$ cat config.mk
export PLATFORM = sky130hd
export DESIGN_NAME = usb_susp_ctl
export DESIGN_NICKNAME = d
export VERILOG_FILES = /design/src/rtl/usb_susp_pkg.sv /design/src/rtl/usb_susp_run_cnt.sv /design/src/rtl/usb_susp_rec_timer.sv /design/src/rtl/usb_susp_ctl.sv
export SDC_FILE = /design/constraint.sdc
export NUM_CORES = 1
export LEC_CHECK = 0
export CORE_UTILIZATION = 40
export DETAILED_ROUTE_END_ITERATION = 8
export SKIP_CTS_REPAIR_TIMING = 1
export SYNTH_ARGS = -nofsm -noshare
export SYNTH_HDL_FRONTEND = slang
export SYNTH_SLANG_ARGS = --single-unit
$ cat constraint.sdc
create_clock -name clk -period 2.65 [get_ports clk]
set_clock_uncertainty 0.15 [all_clocks]
set_input_delay 0.53 -clock clk [delete_from_list [all_inputs] [get_ports clk]]
set_output_delay 0.53 -clock clk [all_outputs]
set_load 0.1 [all_outputs]
$ cat src/rtl/usb_susp_pkg.sv
package usb_susp_pkg;

    typedef enum logic [1:0] {
        LS_SE0 = 2'b00,
        LS_J   = 2'b01,
        LS_K   = 2'b10,
        LS_SE1 = 2'b11
    } line_e;

    localparam int REG_W = 5;

    // control register bit positions
    localparam int C_LOCK  = 0;
    localparam int C_DIS   = 1;
    localparam int C_PWR   = 2;
    localparam int C_IESUS = 3;
    localparam int C_IERES = 4;

    // status register bit positions
    localparam int S_FLAG  = 0;
    localparam int S_RES   = 1;

    typedef struct packed {
        logic lock;
        logic det_dis;
        logic pwr_opt;
        logic ie_susp;
        logic ie_res;
        logic susp_flag;
        logic res_flag;
        logic armed;
        logic asleep;
    } ctl_t;

endpackage

$ cat src/rtl/usb_susp_run_cnt.sv
module usb_susp_run_cnt #(
    parameter int LIMIT = 16
) (
    input  logic clk,
    input  logic rst_n,
    input  logic en,
    input  logic hit,
    output logic done
);
    localparam int CW = $clog2(LIMIT + 1);
    localparam logic [CW-1:0] LAST = CW'(LIMIT - 1);

    logic [CW-1:0] cnt_d, cnt_q;

    always_comb begin
        cnt_d = cnt_q;
        if (!en || !hit) begin
            cnt_d = '0;
        end else if (cnt_q != LAST) begin
            cnt_d = cnt_q + 1'b1;
        end
        done = en && hit && (cnt_q == LAST);
    end

    always_ff @(posedge clk or negedge rst_n) begin
        if (!rst_n) cnt_q <= '0;
        else        cnt_q <= cnt_d;
    end
endmodule

$ cat src/rtl/usb_susp_rec_timer.sv
module usb_susp_rec_timer #(
    parameter int PERIOD  = 16,
    parameter int PERIODS = 3
) (
    input  logic clk,
    input  logic rst_n,
    input  logic load,
    output logic idle
);
    localparam int WINDOW = PERIOD * PERIODS;
    localparam int CW     = $clog2(WINDOW + 1);

    logic [CW-1:0] cnt_d, cnt_q;

    always_comb begin
        cnt_d = cnt_q;
        if (load) begin
            cnt_d = CW'(WINDOW);
        end else if (cnt_q != '0) begin
            cnt_d = cnt_q - 1'b1;
        end
        idle = (cnt_q == '0);
    end

    always_ff @(posedge clk or negedge rst_n) begin
        if (!rst_n) cnt_q <= '0;
        else        cnt_q <= cnt_d;
    end
endmodule

$ cat src/rtl/usb_susp_ctl.sv
module usb_susp_ctl
    import usb_susp_pkg::*;
#(
    parameter int IDLE_CYCLES   = 36000,
    parameter int RESUME_CYCLES = 240,
    parameter int REC_PERIOD    = 16,
    parameter int REC_PERIODS   = 3
) (
    input  logic             clk,
    input  logic             rst_n,
    input  logic [1:0]       line_state,
    input  logic             wake_req,
    input  logic             reg_wr,
    input  logic             reg_sel,
    input  logic [REG_W-1:0] reg_wdata,
    output logic [REG_W-1:0] reg_rdata,
    output logic             irq,
    output logic             clk_en,
    output logic             susp_o,
    output logic             pwr_off,
    output logic             pad_hiz,
    output logic             rd_ready
);
    ctl_t st_d, st_q;

    logic line_j, line_k;
    logic idle_en, idle_done, k_done, wake_hit, rec_idle;
    logic wr_ctl, wr_stat;

    // observation points for the bound checker
    logic susp_flag_w, res_flag_w, ie_susp_w;
    assign susp_flag_w = st_q.susp_flag;
    assign res_flag_w  = st_q.res_flag;
    assign ie_susp_w   = st_q.ie_susp;

    assign line_j   = (line_state == LS_J);
    assign line_k   = (line_state == LS_K);
    assign idle_en  = !st_q.det_dis && !st_q.asleep;
    assign wake_hit = st_q.asleep && (k_done || wake_req);
    assign wr_ctl   = reg_wr && !reg_sel;
    assign wr_stat  = reg_wr && reg_sel;

    usb_susp_run_cnt #(.LIMIT(IDLE_CYCLES)) u_idle (
        .clk  (clk),
        .rst_n(rst_n),
        .en   (idle_en),
        .hit  (line_j),
        .done (idle_done)
    );

    usb_susp_run_cnt #(.LIMIT(RESUME_CYCLES)) u_kres (
        .clk  (clk),
        .rst_n(rst_n),
        .en   (st_q.asleep),
        .hit  (line_k),
        .done (k_done)
    );

    usb_susp_rec_timer #(.PERIOD(REC_PERIOD), .PERIODS(REC_PERIODS)) u_rec (
        .clk  (clk),
        .rst_n(rst_n),
        .load (wake_hit),
        .idle (rec_idle)
    );

    always_comb begin
        st_d = st_q;
        if (!st_q.asleep) begin
            // bus activity cancels detection and any armed commit
            if (!line_j) begin
                st_d.susp_flag = 1'b0;
                st_d.armed     = 1'b0;
            end else if (idle_done) begin
                st_d.susp_flag = 1'b1;
            end
            if (wr_ctl) begin
                st_d.lock    = reg_wdata[C_LOCK];
                st_d.det_dis = reg_wdata[C_DIS];
                st_d.pwr_opt = reg_wdata[C_PWR];
                st_d.ie_susp = reg_wdata[C_IESUS];
                st_d.ie_res  = reg_wdata[C_IERES];
            end
            if (wr_stat) begin
                if (reg_wdata[S_RES]) begin
                    st_d.res_flag = 1'b0;
                end
                if (st_q.lock) begin
                    if (reg_wdata[S_FLAG]) begin
                        if (st_q.susp_flag && line_j) begin
                            st_d.armed = 1'b1;
                        end
                    end else if (st_q.armed && st_q.susp_flag && line_j) begin
                        st_d.asleep = 1'b1;
                        st_d.armed  = 1'b0;
                    end
                end
            end
        end else if (wake_hit) begin
            st_d.asleep    = 1'b0;
            st_d.susp_flag = 1'b0;
            st_d.res_flag  = 1'b1;
        end
    end

    always_ff @(posedge clk or negedge rst_n) begin
        if (!rst_n) st_q <= '0;
        else        st_q <= st_d;
    end

    always_comb begin
        rd_ready = rec_idle && !st_q.asleep;
        clk_en   = !st_q.asleep;
        susp_o   = st_q.asleep;
        pwr_off  = st_q.asleep && st_q.pwr_opt;
        pad_hiz  = st_q.asleep && !st_q.pwr_opt;
        irq      = (st_q.susp_flag && st_q.ie_susp) || (st_q.res_flag && st_q.ie_res);
        if (reg_sel) begin
            reg_rdata = {1'b0, rd_ready, st_q.asleep, st_q.res_flag, st_q.susp_flag};
        end else begin
            reg_rdata = {st_q.ie_res, st_q.ie_susp, st_q.pwr_opt, st_q.det_dis, st_q.lock};
        end
    end
endmodule

After elaboration in Yosys (flattened, before gate mapping)
Index checks and enable logic that the tools add are counted.

cells by class
  add/subtract/negate cells = 3
  eq/ne operators = 8
  multiplexer cells = 21
  bitwise logic cells = 1
  reductions and logical operators = 37

operator list
  cell                     count
  $mux W16                 2
  $add A16 B1 Y16 const B  1
  $eq A16 B16 Y1 const B   1
  $logic_and A1 B1 Y1      16
  $mux W8                  2
  $ne A16 B16 Y1 const B   1
  $mux W6                  2
  $reduce_bool A2 Y1       5
  $mux W1                  9
  $add A8 B1 Y8 const B    1
  $eq A8 B8 Y1 const B     1
  $mux W2                  4
  $ne A8 B8 Y1 const B     1
  $logic_not A1 Y1         7
  $logic_not A6 Y1         1
  $reduce_bool A6 Y1       1
  $sub A6 B1 Y6 const B    1
  $mux W5                  1
  $logic_or A1 B1 Y1       4
  $reduce_and A2 Y1        2
  $mux W3                  1
  $ne A3 B2 Y1 const B     1
  $reduce_and A3 Y1        1
  $eq A2 B1 Y1 const B     1
  other kinds (3)          3

storage, ports and cells
  flip-flop bits (word level) = 39
  input port bits = 12
  output and inout port bits = 11
  word-level logic and storage cells = 82

Depth between registers and ports, before layout
Gate-level depths: netlist of the first run.

  depth in word-level cells = 7
  gate-level depth with buffers = 7

Modules after synthesis
Synthesis of the first run repeated with hierarchy kept, for this count alone.

second synthesis, totals
  cells, all modules = 213
  area total of the unflattened synthesis = 2199.6 µm²

by module, submodules not included
  module                      times used  cells an instance  area each (µm²)
  usb_susp_run_cnt at u_idle  1           93                 932.1
  usb_susp_ctl                1           44                 519.2
  usb_susp_run_cnt at u_kres  1           42                 405.4
  usb_susp_rec_timer          1           34                 342.8

Worst setup path after synthesis of the first run
OpenSTA, ideal clock, no wires.

  path type = register -> output
  from = register st_q, in the netlist susp_o
  to = output pad_hiz
  arrival time = 3.124 ns
  required time = 1.970 ns
  path slack = -1.154 ns
  stages on the path, launching flop included = 3
  path through = dfrtp_1 > inv_1 > nor2_1

on the way
  longest elaborated chain between the ends = 1

RTL lines
  element                 RTL line             text
  start, declared         usb_susp_ctl.sv:24   ctl_t st_d, st_q;
  start signal, assigned  usb_susp_ctl.sv:107  else st_q <= st_d;
  $logic_and A1 B1 Y1     usb_susp_ctl.sv:115  pad_hiz = st_q.asleep && !st_q.pwr_opt;
  end, declared           usb_susp_ctl.sv:21   output logic pad_hiz,

No other way between the ends.

Final worst setup path of the first run
  from = input reg_sel
  to = output reg_rdata[1]

on the way
  longest elaborated chain between the ends = 1

RTL lines
  element          RTL line             text
  start, declared  usb_susp_ctl.sv:14   input logic reg_sel,
  $mux W5          usb_susp_ctl.sv:117  if (reg_sel) begin
  end, declared    usb_susp_ctl.sv:16   output logic [REG_W-1:0] reg_rdata,

No other way between the ends.

==> results.py, run 1 <==
metrics = {
    "status": {
        "status": "completed",
    },
    "clocking": {
        "clock_latency_ns": 0.29,
        "cts_buffer_depth": 2,
        "htreeDepth": 2,
        "cts_root_buffer": "clkbuf_8",
        "cts.clk_slew.worst_paths_ns": 0.07,
        "numCtsBuffers": 5,
        "cts_tree": "done",
        "cts.sinks": 39,
    },
    "synth": {
        "ys_types": 40,
        "synthArstFlopShare_pct": 100,
        "synth-seq-cells": 39,
        "yosysTopAreaCell": "dfrtp_1",
        "synth-edff-count": 0,
        "seq_area_frac_synth_pct": 47.9,
        "synth_flop_cell": "dfrtp_1",
        "syn-num-nets": 221,
        "syn_inst": 205,
        "synth_top_area_share_pct": 47.9,
        "synth.cell_area_um2": 2040,
        "ys_warn_count": 0,
        "syn_area_per_cell_um2": 9.94,
        "synthTopCellsByArea": "dfrtp_1 48%, mux2_2 5.0%, xor2_1 4.7%, nor2_1 4.4%, nand2_1 3.3%",
    },
    "worst_setup_path": {
        "reg2reg_from": "u_rec.cnt_q[0]$_DFFE_PN0P_",
        "cp.arrival_ns": 1.77,
        "cp-start-kind": "input pin",
        "end_kind": "primary output",
        "crit_fanout": 8,
        "reg2reg_depth": 6,
        "critical_path_class": "in2out",
        "worstSetupStartpoint": "reg_sel",
        "worstPathRequired_ns": 1.97,
        "ff2ff_setup_slack_ns": 0.78,
        "rr_endpoint": "u_rec.cnt_q[3]$_DFFE_PN0P_",
        "cp-endpoint": "reg_rdata[1]",
    },
    "routing": {
        "dr_total_vias": 1590,
        "drc": 0,
        "wl_per_cell_um": 13.6,
        "drt_iter0_drc": 49,
        "post_drt_via_cell_ratio": 5.28,
        "detail-route-antenna-nets": 0,
        "drt-pass1-iter-count": 4,
        "wl_mm": 4.09,
    },
    "sta": {
        "hold_ws_ns": 0.00789,
        "timing.slew.headroom_pct": 59.8,
        "period_needed_ns": 2.45,
        "post-route-period-util_pct": 92.6,
        "hold_viol_final": 0,
        "setup_violations": 0,
        "finalMaxSlewViolations": 0,
        "fin_ws_ns": 0.197,
        "tightest_slew_ns": 0.588,
        "max_freq_ghz": 0.408,
        "rsz0062_at_grt": "false",
    },
    "global_route": {
        "grtUsageTotal_pct": 17.7,
        "grt_pass1_wl_mm": 7.23,
        "grt-ovfl-total": 0,
        "grt_pass1_vias": 1621,
        "grt_max_degree": 18,
        "antenna_found_initial": 0,
    },
    "finish": {
        "diodes": 0,
        "final_util_pct": 52.4,
        "design_area_um2": 2520,
        "final_nets": 249,
        "area_growth_pct": 23.8,
        "drive_gt1_share_pct": 19.2,
        "final_common_cell": "dfrtp_1",
        "final_cell_mix": "38 x dfrtp_1, 22 x nor2_1, 17 x nand2_1",
    },
    "floorplan": {
        "num_rows": 25,
        "start_util_pct": 42.3,
        "die_x_um": 73.4,
        "io_pins": 23,
        "core_um2": 4820,
        "die_h_um": 73.4,
        "dieArea_um2": 5380,
    },
    "placement": {
        "io_buffer_count": 22,
        "pre_cts_slack_ns": 0.193,
        "place_congestion": 0.813,
        "dpl.hpwl_mm": 3.00,
        "dpl-instance-area_um2": 2420,
    },
    "run": {
        "maxCapViolations": 0,
    },
    "pwr": {
        "peakVddDrop_mv": 0.333,
        "p_per_area_nw_per_um2": 603,
        "leakagePower_nw": 1.07,
    },
    "hold_path": {
        "hp-class": "in2async",
    },
}
per-layer routing:
| layer | GRT usage, % | vias to the layer above | routed length, um |
|---|---|---|---|
| met4 | 6.41 | 0 | 55 |
| met1 | 23.4 | 757 | 2010 |
| met5 | 0 | - | 0 |
| met2 | 27.3 | 32 | 1810 |
| met3 | 5.76 | 6 | 204 |
| li1 | - | 795 | - |
kinds of logic after synthesis:
kind of cell	share of synthesized area (%)
flops	47.9
simple gates	24.1
fa+ha+maj	2.46
buf+inv	3.01
compound gates	10.5
xor+xnor	6.02
mux	5.96
cell type report:
cell class	instances	area, um^2
well taps	67	83.8
repair buffers	27	313
flip-flops and latches	39	977
multi-input cells	154	1030
fillers	462	2290
inverters	6	26.3
clock buffers	7	86.3
clock inverters	1	5.00
Yosys cell counts, types with 3 or more instances:
| library cell | instances |
|---|---|
| a21oi_1 | 7 |
| a22o_1 | 3 |
| and2_1 | 3 |
| and3_1 | 4 |
| clkbuf_1 | 3 |
| dfrtp_1 | 39 |
| ha_1 | 4 |
| inv_1 | 6 |
| mux2_2 | 9 |
| nand2_1 | 18 |
| nand3_1 | 10 |
| nand3b_1 | 3 |
| nand4_1 | 5 |
| nor2_1 | 24 |
| nor2b_1 | 3 |
| nor3_1 | 4 |
| o211ai_1 | 4 |
| o21ai_0 | 9 |
| o31ai_1 | 4 |
| or3_1 | 3 |
| xnor2_1 | 3 |
| xor2_1 | 11 |
worst min-delay path by stage:
stage	to	cells after the start
finish	u_rec.cnt_q[2]$_DFFE_PN0P_	1
global route	u_kres.cnt_q[1]$_DFFE_PN0P_	1
CTS	u_kres.cnt_q[1]$_DFFE_PN0P_	1
detailed placement	u_idle.cnt_q[0]$_DFFE_PN0P_	1
global placement	u_idle.cnt_q[0]$_DFFE_PN0P_	1
floorplan	ie_susp_w$_DFFE_PN0P_	0
registers in the layout, summed over array words and instances (netlist names):
register / count
susp_o: 1
st_q: 5
u_idle.cnt_q: 16
u_rec.cnt_q: 6
u_kres.cnt_q: 8
susp_flag_w: 1
ie_susp_w: 1
res_flag_w: 1
per-stage QoR:
| stage | total power [mW] | setup TNS (ns) | instances |
|---|---|---|---|
| CTS | 1.53 | 0 | 301 |
| finish | 1.52 | 0 | 301 |
| detailed placement | 1.11 | 0 | 293 |
| floorplan | 0.977 | -0.0610 | 205 |
| global route | 1.62 | 0 | 301 |
| global placement | 1.10 | 0 | 293 |
power by group:
part	switching [mW]	leakage [nW]	internal [mW]
Combinational	0.218	0.501	0.176
Sequential	0.0579	0.519	0.657
Clock	0.202	0.0482	0.210
Total	0.478	1.07	1.04
critical path: stages:
cell and delay [ns]:
clkdlybuf4s50_1 0.66, mux2_2 0.41, buf_12 0.17
Power figures use the tool's default switching activity.
==> run 2, diff against run 1 <==
--- a/config.mk
+++ b/config.mk
@@ -5,6 +5,7 @@
 export SDC_FILE = /design/constraint.sdc
 export NUM_CORES = 1
 export LEC_CHECK = 0
+export CORE_MARGIN = 2
 export CORE_UTILIZATION = 40
 export DETAILED_ROUTE_END_ITERATION = 8
 export SKIP_CTS_REPAIR_TIMING = 1
==> results.py, run 2 (synthesis gave the netlist of run 1 again) <==
metrics = {
    "sta": {
        "post-route-period-util_pct": 93.5,
        "finalMaxSlewViolations": 0,
        "hold_viol_final": 14,
        "max_freq_ghz": 0.404,
        "fin_ws_ns": 0.173,
        "period_needed_ns": 2.48,
        "setup_violations": 0,
        "rsz0062_at_grt": "false",
        "hold_ws_ns": -0.00747,
        "tightest_slew_ns": 0.620,
        "timing.slew.headroom_pct": 57.6,
    },
    "run": {
        "maxCapViolations": 0,
    },
    "clocking": {
        "numCtsBuffers": 5,
        "cts_tree": "done",
        "clock_latency_ns": 0.29,
        "cts_root_buffer": "clkbuf_8",
        "cts.clk_slew.worst_paths_ns": 0.07,
        "cts_buffer_depth": 2,
        "cts.sinks": 39,
        "htreeDepth": 2,
    },
    "pwr": {
        "peakVddDrop_mv": 0.456,
        "leakagePower_nw": 1.06,
        "p_per_area_nw_per_um2": 591,
        "power_mw": 1.48,
    },
    "finish": {
        "largestRegisters": "u_idle.cnt_q x16, u_kres.cnt_q x8, u_rec.cnt_q x6",
        "area_growth_pct": 23.1,
        "design_area_um2": 2510,
        "diodes": 0,
        "largest_reg_flops": 16,
        "drive_gt1_share_pct": 18.8,
        "final_util_pct": 52.1,
        "final_common_cell": "dfrtp_1",
        "final_cells": 301,
        "final_nets": 249,
        "top_register": "u_idle.cnt_q",
        "final_cell_mix": "38 x dfrtp_1, 22 x nor2_1, 17 x nand2_1",
        "final.fill_count": 458,
    },
    "global_route": {
        "grt_pass1_vias": 1515,
        "met3_usage_pct": 5.56,
        "grt-ovfl-total": 0,
        "busiest_layer": "met1",
        "use_met1_pct": 24.4,
        "antenna_found_initial": 0,
        "grtUsageTotal_pct": 16.8,
        "grt_pass1_wl_mm": 7.14,
        "grt_max_degree": 17,
        "use_met2_pct": 23.7,
    },
    "placement": {
        "io_buffer_count": 22,
        "dp.cells": 293,
        "dpl.hpwl_mm": 2.98,
        "dpl-instance-area_um2": 2420,
        "pre_cts_slack_ns": 0.191,
        "place_congestion": 0.802,
    },
    "worst_setup_path": {
        "cp-start-kind": "flip-flop",
        "cp.arrival_ns": 1.80,
        "critical_path_class": "reg2out",
        "reg2reg_from": "u_rec.cnt_q[0]$_DFFE_PN0P_",
        "end_kind": "primary output",
        "crit_fanout": 5,
        "rr_endpoint": "u_rec.cnt_q[3]$_DFFE_PN0P_",
        "ff2ff_setup_slack_ns": 0.72,
        "reg2reg_depth": 6,
        "worstPathRequired_ns": 1.97,
    },
    "routing": {
        "wl_per_cell_um": 13.4,
        "post_drt_via_cell_ratio": 5.21,
        "detail-route-antenna-nets": 0,
        "wl_mm": 4.02,
        "drc": 0,
        "drt-pass1-iter-count": 4,
        "dr_total_vias": 1567,
        "drt_iter0_drc": 78,
    },
    "floorplan": {
        "io_pins": 23,
        "num_rows": 25,
        "start_util_pct": 42.3,
        "core_um2": 4820,
        "die_x_um": 75.4,
        "dieArea_um2": 5680,
        "die_h_um": 75.4,
    },
    "status": {
        "violations": "negative hold slack",
        "status": "complete, but fails checks",
    },
    "hold_path": {
        "hp-class": "in2async",
    },
}
## run 2: cell types whose count changed in the layout (fill, tap and decap cells not counted)
cell	delta
clkbuf_1	+1
nor2b_4	-1
clkbuf_8	-1
nor2b_2	+1
## run 2: per-stage QoR
stage	TNS, ns	hold WS (ns)
after floorplan	-0.0610	0.0844
after global placement	0	0.316
after detailed placement	0	0.314
after CTS	0	-0.00751
after global routing	0	0.00939
final	0	-0.00747
## run 2: where the power goes
group | switching [mW] | internal (mW) | total, mW | leakage [nW]
sequential | 0.0557 | 0.657 | 0.713 | 0.519
combinational | 0.215 | 0.171 | 0.385 | 0.499
clock | 0.198 | 0.185 | 0.383 | 0.0422
## run 2: final cells by class
type                            count  area (um^2)  area share, %
Multi-Input combinational cell    154         1030           40.9
Sequential cell                    39          977           39.0
Timing Repair Buffer               27          313           12.5
Tap cell                           67         83.8           3.34
Clock buffer                        7         76.3           3.04
Inverter                            6         26.3           1.05
Clock inverter                      1         5.00          0.200
## run 2: worst max path at each step
stage,start,endpoint,slack [ns],depth (start not counted)
6_report,u_rec.cnt_q[0]$_DFFE_PN0P_,reg_rdata[3],0.17,7
5_1_grt,u_rec.cnt_q[0]$_DFFE_PN0P_,reg_rdata[3],0.02,7
4_1_cts,u_rec.cnt_q[0]$_DFFE_PN0P_,reg_rdata[3],0.04,7
3_5_place_dp,reg_sel,reg_rdata[0],0.19,3
3_3_place_gp,reg_sel,reg_rdata[2],0.19,3
2_1_floorplan,susp_o$_DFF_PN0_,pad_hiz,-0.06,2
## run 2: metal layers
metal  part of all wire (%)  vias to the layer above
met5                      0                        -
met4                    1.3                        0
met3                    5.1                        5
met2                     43                       35
met1                     51                      736
li1                       -                      791
## run 2: worst max-delay path: stages, from the launching register on
cell and delay, ns:
dfrtp_1 0.41, inv_1 0.11, ha_1 0.17, nor2b_2 0.19, nand2_2 0.13, nor2_4 0.15
mux2_4 0.18, buf_12 0.17
==> run 3, diff against run 2 <==
--- a/config.mk
+++ b/config.mk
@@ -5,7 +5,7 @@
 export SDC_FILE = /design/constraint.sdc
 export NUM_CORES = 1
 export LEC_CHECK = 0
-export CORE_MARGIN = 2
+export CAP_MARGIN = 25
 export CORE_UTILIZATION = 40
 export DETAILED_ROUTE_END_ITERATION = 8
 export SKIP_CTS_REPAIR_TIMING = 1
==> results of run 3 <==
Final layout, timing and power as in run 1 (identical DEF).
